==> config.mk <==
export PLATFORM = sky130hd
export DESIGN_NAME = xop_engine
export DESIGN_NICKNAME = d
export VERILOG_FILES = /design/src/rtl/xop_pkg.sv /design/src/rtl/xop_rst_sync.sv /design/src/rtl/xop_ctrl.sv /design/src/rtl/xop_crc_serial.sv /design/src/rtl/xop_add_pipe.sv /design/src/rtl/xop_engine.sv
export SDC_FILE = /design/constraint.sdc
export NUM_CORES = 1
export LEC_CHECK = 0
export ABC_AREA = 1
export BUFFER_PORTS_ARGS = -buffer_cell sky130_fd_sc_hd__buf_2
export CAP_MARGIN = 5
export CORE_MARGIN = 3
export CORE_UTILIZATION = 53
export DETAILED_ROUTE_END_ITERATION = 7
export PLACE_DENSITY = 0.75
export SLEW_MARGIN = 20
export SYNTH_ARGS = -nofsm -noshare
export SYNTH_HDL_FRONTEND = slang
export SYNTH_SLANG_ARGS = --single-unit
==> constraint.sdc <==
create_clock -name clk -period 5.95 [get_ports clk]
set_clock_uncertainty 0.1 [all_clocks]
set_input_delay 0.2975 -clock clk [delete_from_list [all_inputs] [get_ports clk]]
set_output_delay 0.2975 -clock clk [all_outputs]
set_load 0.005 [all_outputs]
==> src/rtl/xop_pkg.sv <==
`timescale 1ns/1ps
package xop_pkg;
  localparam int OPC_CRC = 0;
  localparam int OPC_ADD = 1;

  typedef enum logic [1:0] {
    K_CRC  = 2'd0,
    K_ADD  = 2'd1,
    K_ZERO = 2'd2
  } kind_e;
endpackage

==> src/rtl/xop_rst_sync.sv <==
`timescale 1ns/1ps
module xop_rst_sync #(
  parameter int STAGES = 2
) (
  input  logic clk,
  input  logic rst_n,
  output logic rst_sync_n
);
  logic [STAGES-1:0] sync_q;

  always_ff @(posedge clk or negedge rst_n) begin
    if (!rst_n) sync_q <= '0;
    else        sync_q <= {sync_q[STAGES-2:0], 1'b1};
  end

  assign rst_sync_n = sync_q[STAGES-1];
endmodule

==> src/rtl/xop_ctrl.sv <==
`timescale 1ns/1ps
module xop_ctrl #(
  parameter int CNT_W = 4
) (
  input  logic             clk,
  input  logic             rst_n,
  input  logic             clk_en,
  input  logic             start,
  input  logic [CNT_W-1:0] lat_in,
  output logic             accept,
  output logic             step,
  output logic             finish,
  output logic             busy,
  output logic             done_q
);
  logic             busy_q, busy_d;
  logic [CNT_W-1:0] cnt_q, cnt_d;
  logic             done_d;

  assign accept = clk_en & start & ~busy_q;
  assign step   = clk_en & busy_q;
  assign finish = step & (cnt_q == '0);
  assign busy   = busy_q;

  always_comb begin
    busy_d = busy_q;
    cnt_d  = cnt_q;
    done_d = done_q;
    if (clk_en) begin
      done_d = finish;
      if (accept) begin
        busy_d = 1'b1;
        cnt_d  = lat_in - CNT_W'(1);
      end else if (step) begin
        if (cnt_q == '0) busy_d = 1'b0;
        else             cnt_d  = cnt_q - CNT_W'(1);
      end
    end
  end

  always_ff @(posedge clk or negedge rst_n) begin
    if (!rst_n) begin
      busy_q <= 1'b0;
      cnt_q  <= '0;
      done_q <= 1'b0;
    end else begin
      busy_q <= busy_d;
      cnt_q  <= cnt_d;
      done_q <= done_d;
    end
  end
endmodule

==> src/rtl/xop_crc_serial.sv <==
`timescale 1ns/1ps
module xop_crc_serial #(
  parameter int             W    = 32,
  parameter int             BW   = 8,
  parameter logic [W-1:0]   POLY = 32'h04C11DB7
) (
  input  logic          clk,
  input  logic          rst_n,
  input  logic          load,
  input  logic          step,
  input  logic [W-1:0]  seed,
  input  logic [BW-1:0] data,
  output logic [W-1:0]  crc_next
);
  logic [W-1:0]  crc_q, crc_d;
  logic [BW-1:0] sh_q, sh_d;
  logic          fb;

  assign fb       = crc_q[W-1] ^ sh_q[BW-1];
  assign crc_next = {crc_q[W-2:0], 1'b0} ^ (fb ? POLY : '0);

  always_comb begin
    crc_d = crc_q;
    sh_d  = sh_q;
    if (load) begin
      crc_d = seed;
      sh_d  = data;
    end else if (step) begin
      crc_d = crc_next;
      sh_d  = {sh_q[BW-2:0], 1'b0};
    end
  end

  always_ff @(posedge clk or negedge rst_n) begin
    if (!rst_n) begin
      crc_q <= '0;
      sh_q  <= '0;
    end else begin
      crc_q <= crc_d;
      sh_q  <= sh_d;
    end
  end
endmodule

==> src/rtl/xop_add_pipe.sv <==
`timescale 1ns/1ps
module xop_add_pipe #(
  parameter int W   = 32,
  parameter int LAT = 2
) (
  input  logic         clk,
  input  logic         rst_n,
  input  logic         load,
  input  logic         step,
  input  logic [W-1:0] a,
  input  logic [W-1:0] b,
  output logic [W-1:0] sum_out
);
  localparam int NSTG = LAT - 1;

  logic [W-1:0]            a_q, b_q, a_d, b_d;
  logic [NSTG-1:0][W-1:0]  stg_q, stg_d;

  always_comb begin
    a_d   = a_q;
    b_d   = b_q;
    stg_d = stg_q;
    if (load) begin
      a_d = a;
      b_d = b;
    end
    if (step) begin
      stg_d[0] = a_q + b_q;
      for (int i = 1; i < NSTG; i++) stg_d[i] = stg_q[i-1];
    end
  end

  always_ff @(posedge clk or negedge rst_n) begin
    if (!rst_n) begin
      a_q   <= '0;
      b_q   <= '0;
      stg_q <= '0;
    end else begin
      a_q   <= a_d;
      b_q   <= b_d;
      stg_q <= stg_d;
    end
  end

  assign sum_out = stg_q[NSTG-1];
endmodule

==> src/rtl/xop_engine.sv <==
`timescale 1ns/1ps
module xop_engine #(
  parameter int                DATA_W    = 32,
  parameter int                SEL_W     = 8,
  parameter int                IDX_W     = 5,
  parameter int                CRC_BYTE  = 8,
  parameter logic [DATA_W-1:0] CRC_POLY  = 32'h04C11DB7,
  parameter int                ADD_LAT   = 2
) (
  input  logic                 clk,
  input  logic                 rst_n,
  input  logic                 clk_en,
  input  logic                 start,
  input  logic [SEL_W-1:0]     opsel,
  input  logic [DATA_W-1:0]    opa,
  input  logic [DATA_W-1:0]    opb,
  input  logic [IDX_W-1:0]     idx_a,
  input  logic [IDX_W-1:0]     idx_b,
  input  logic [IDX_W-1:0]     idx_c,
  input  logic                 rd_int_a,
  input  logic                 rd_int_b,
  input  logic                 wr_int_c,
  output logic [DATA_W-1:0]    result,
  output logic [3*IDX_W+2:0]   tag_out,
  output logic                 done
);
  import xop_pkg::*;

  localparam int MAX_LAT = (CRC_BYTE > ADD_LAT) ? CRC_BYTE : ADD_LAT;
  localparam int CNT_W   = $clog2(MAX_LAT + 1);
  localparam int TAG_W   = 3*IDX_W + 3;

  logic              rst_sync_n;
  logic              accept, step, finish, busy, done_q;
  kind_e             kind_in, kind_q, kind_d;
  logic [CNT_W-1:0]  lat_sel;
  logic [TAG_W-1:0]  tag_in, ptag_q, ptag_d, tag_q, tag_d;
  logic [DATA_W-1:0] res_q, res_d, crc_val, sum_val;

  xop_rst_sync #(.STAGES(2)) u_rst (
    .clk(clk), .rst_n(rst_n), .rst_sync_n(rst_sync_n)
  );

  always_comb begin
    if (opsel == SEL_W'(OPC_CRC)) begin
      kind_in = K_CRC;
      lat_sel = CNT_W'(CRC_BYTE);
    end else if (opsel == SEL_W'(OPC_ADD)) begin
      kind_in = K_ADD;
      lat_sel = CNT_W'(ADD_LAT);
    end else begin
      kind_in = K_ZERO;
      lat_sel = CNT_W'(1);
    end
  end

  assign tag_in = {idx_a, idx_b, idx_c, rd_int_a, rd_int_b, wr_int_c};

  xop_ctrl #(.CNT_W(CNT_W)) u_ctrl (
    .clk(clk), .rst_n(rst_sync_n), .clk_en(clk_en), .start(start),
    .lat_in(lat_sel), .accept(accept), .step(step), .finish(finish),
    .busy(busy), .done_q(done_q)
  );

  xop_crc_serial #(.W(DATA_W), .BW(CRC_BYTE), .POLY(CRC_POLY)) u_crc (
    .clk(clk), .rst_n(rst_sync_n), .load(accept), .step(step),
    .seed(opa), .data(opb[CRC_BYTE-1:0]), .crc_next(crc_val)
  );

  xop_add_pipe #(.W(DATA_W), .LAT(ADD_LAT)) u_add (
    .clk(clk), .rst_n(rst_sync_n), .load(accept), .step(step),
    .a(opa), .b(opb), .sum_out(sum_val)
  );

  always_comb begin
    kind_d = kind_q;
    ptag_d = ptag_q;
    res_d  = res_q;
    tag_d  = tag_q;
    if (accept) begin
      kind_d = kind_in;
      ptag_d = tag_in;
    end
    if (finish) begin
      tag_d = ptag_q;
      case (kind_q)
        K_CRC:   res_d = crc_val;
        K_ADD:   res_d = sum_val;
        default: res_d = '0;
      endcase
    end
  end

  always_ff @(posedge clk or negedge rst_sync_n) begin
    if (!rst_sync_n) begin
      kind_q <= K_ZERO;
      ptag_q <= '0;
      res_q  <= '0;
      tag_q  <= '0;
    end else begin
      kind_q <= kind_d;
      ptag_q <= ptag_d;
      res_q  <= res_d;
      tag_q  <= tag_d;
    end
  end

  assign result  = res_q;
  assign tag_out = tag_q;
  assign done    = done_q & clk_en;
endmodule

==> flow_summary.ini <==
[run_status]
status = complete, no violations

[clocking]
cts_max_level = 1
cts_tree = done
cts_setup_buffers = 0
clk_latency_ps = 520
cts_hold_buf = 86
cts_resized = 0
ctsLongestPathBuffers = 3
cts_num_sinks = 214
numCtsBuffers = 23
path_clk_slew_ps = 60
cts-root-buf = clkbuf_16

[synth]
synth_top_area_cell = dfrtp_1
ys_seq_area_frac = 0.4915
synth_cell_types = 38
syn-num-nets = 1565
synth_area_per_cell_um2 = 7.579
ys_ff_latch = 214
synthCells = 1438
ys_top_cells_by_area = dfrtp_1 49%, nand2_1 24%, inv_1 5.2%
async_reset_ff_frac = 1.000
synth_edf_count = 0
synthFlopType = dfrtp_1
post-synth-top-count-cell = nand2_1
syn_area_mm2 = 0.01090
synth.top_cell.area_share = 0.4891
ys_warn_count = 0
synth_common_cells = 702 x nand2_1, 213 x dfrtp_1, 150 x inv_1

[pwr]
sequentialPowerShare = 0.346
internal_power_mw = 4.250
leakagePower_nw = 7.468
power_switching_mw = 3.073
power_density_mw_per_mm2 = 545.1
combPwrFrac = 0.449
p_sw_frac = 0.4196
p_clk_frac = 0.204
peakVddDrop_mv = 0.3223

[placed_design]
place_ws_ps = 2559
gp_congestion = 0.9154
hpwl_mm = 18.95
portBuffers = 144
placed_area_mm2 = 0.01178

[layout]
drive_gt1_frac = 0.1219
final_area_mm2 = 0.01344
final_util = 0.6771
n_fill_cell = 1668
multi_input_area_mm2 = 0.004732
regArea_mm2 = 0.005360
nNetsFinal = 1776
area_growth_pct = 23.29

[timing]
fmax_mhz = 290.5
rsz0062_at_grt = false
maxSlewHeadroom = 0.3049
period_share = 0.5786
tightest_slew_ps = 1041
timing.final.ws_setup_ps = 2507
tns_ps = 0
slew_viol_final = 0
setup_viol = 0
hold_viol = 0
timing.final.crit_period_ps = 3443

[setup_path]
crit_path_end_kind = register
cp_common_cell = inv_2
cp_max_fo = 74
critPathSlowestCell = nor2_2
slowest_delay_ps = 750
critical_path_class = in2reg
startpoint_type = input port
cp_cell_sequence = dlygate4sd3_1, buf_2, nand2_2, buf_4, inv_2, nor2_2, inv_2, o22ai_1, a21oi_1
crit_arrival_ps = 3700
worstPathRequired_ps = 6200

[flow_run]
maxCapViolCount = 0

[die]
core_area_mm2 = 0.01985
die_h_um = 149.4
io_pins = 145
die_w_um = 149.4
dieArea_mm2 = 0.02232
floorplan.initialDensity = 0.5491
floorplan.rows = 51

[detailed_routing]
drtPass1Iterations = 5
route.vias.total = 9731
wl_mm = 28.86
first_iter_violations = 666
drtAntennaViolNets = 0
wl_per_cell_um = 14.95
drc = 0
vias_per_cell = 5.039

[global_routing]
grt_pass1_vias = 9710
grtUsageTotal = 0.2610
grt_antenna_before_repair = 1
overflow = 0
grt_pass1_wl_mm = 47.51
grt_max_degree = 165

[hold_path]
hold_class = in2reg
flip-flops by register name (all words and copies together) (netlist names), 2 cells and up:
| signal | flops |
|---|---|
| result | 32 |
| u_add.a_q | 32 |
| u_add.b_q | 32 |
| u_add.sum_out | 32 |
| u_crc.crc_q | 32 |
| ptag_q | 18 |
| tag_out | 18 |
| u_crc.sh_q | 8 |
| u_ctrl.cnt_q | 4 |
| kind_q | 2 |
| u_rst.sync_q | 2 |
cell families (layout without fill, tap and decap cells):
| family | after synthesis | count (layout) | synth area share |
|---|---|---|---|
| simple gates | 820 | 820 | 0.2940 |
| fa+ha+maj | 33 | 33 | 0.03858 |
| other cells | 1 | 2 | 0.0003441 |
| xor+xnor | 28 | 28 | 0.02423 |
| compound gates | 137 | 137 | 0.07681 |
| flops | 214 | 214 | 0.4915 |
| buf+inv | 205 | 432 | 0.07451 |
critical path: cells and delay by family:
kind / cells / cell delay (ps)
simple gates: 2 / 800
compound gates: 2 / 290
buf+inv: 5 / 2260
final cells by class:
type | instances | share of cell area
diodes | 1 | 0.0001862
clock buffers | 32 | 0.04907
clock inverters | 9 | 0.009684
inverters | 155 | 0.04330
multi-input cells | 1019 | 0.3522
flip-flops and latches | 214 | 0.3989
well taps | 265 | 0.02468
repair buffers | 236 | 0.1220
metrics by stage:
stage	total power, mW	instances	hold WS [ps]
2_1_floorplan	4.842	1438	-98.09
3_3_place_gp	5.669	1803	-16.75
3_5_place_dp	5.760	1803	-15.36
4_1_cts	7.336	1930	50.18
5_1_grt	7.945	1931	99.71
6_report	7.324	1931	60.35
worst paths after layout:
| check | start | endpoint | slack [ps] | depth (start not counted) |
|---|---|---|---|---|
| worst max register to register | u_ctrl.busy | u_crc.crc_q[23] | 2520 | 7 |
| worst max-delay path | clk_en | u_crc.crc_q[23] | 2510 | 9 |
| worst min-delay path | opsel[3] | kind_q[1] | 60 | 5 |
| max in group asynchronous | u_rst.sync_q[1] | result[21] | 4170 | 1 |
| worst min register to register | u_rst.sync_q[0] | u_rst.sync_q[1] | 250 | 0 |
| min in group asynchronous | u_rst.sync_q[1] | tag_out[12] | 260 | 0 |
power by group through the flow:
stage          logic (mW)  registers, mW  clock network, mW
4_1_cts              3.29           2.53               1.52
3_5_place_dp         3.23           2.53                  0
5_1_grt              3.77           2.60               1.57
2_1_floorplan        2.39           2.46                  0
3_3_place_gp         3.15           2.52                  0
6_report             3.29           2.54               1.50
metal layers:
metal,share of wire,track usage,routed length (um),vias up
met5,0,0,0,-
met4,0.026,0.07323,747,0
met3,0.049,0.02947,1427,50
met2,0.47,0.4376,13610,262
met1,0.45,0.3629,13070,4532
li1,-,-,-,4887
placed cells by master (no fill, tap or decap), types with 12 or more instances in the layout:
cell type and instances:
a21oi_1 35, buf_2 144, clkbuf_16 23, dfrtp_1 212, dlygate4sd3_1 86, ha_1 32, inv_1 150, nand2_1 701
nand3_1 45, nor2_1 51, o211ai_1 13, o21ai_0 31, o21ai_1 17, o221ai_1 19, o22ai_1 12, xnor2_1 13
xor2_1 14
(Power assumes the default switching activity.)
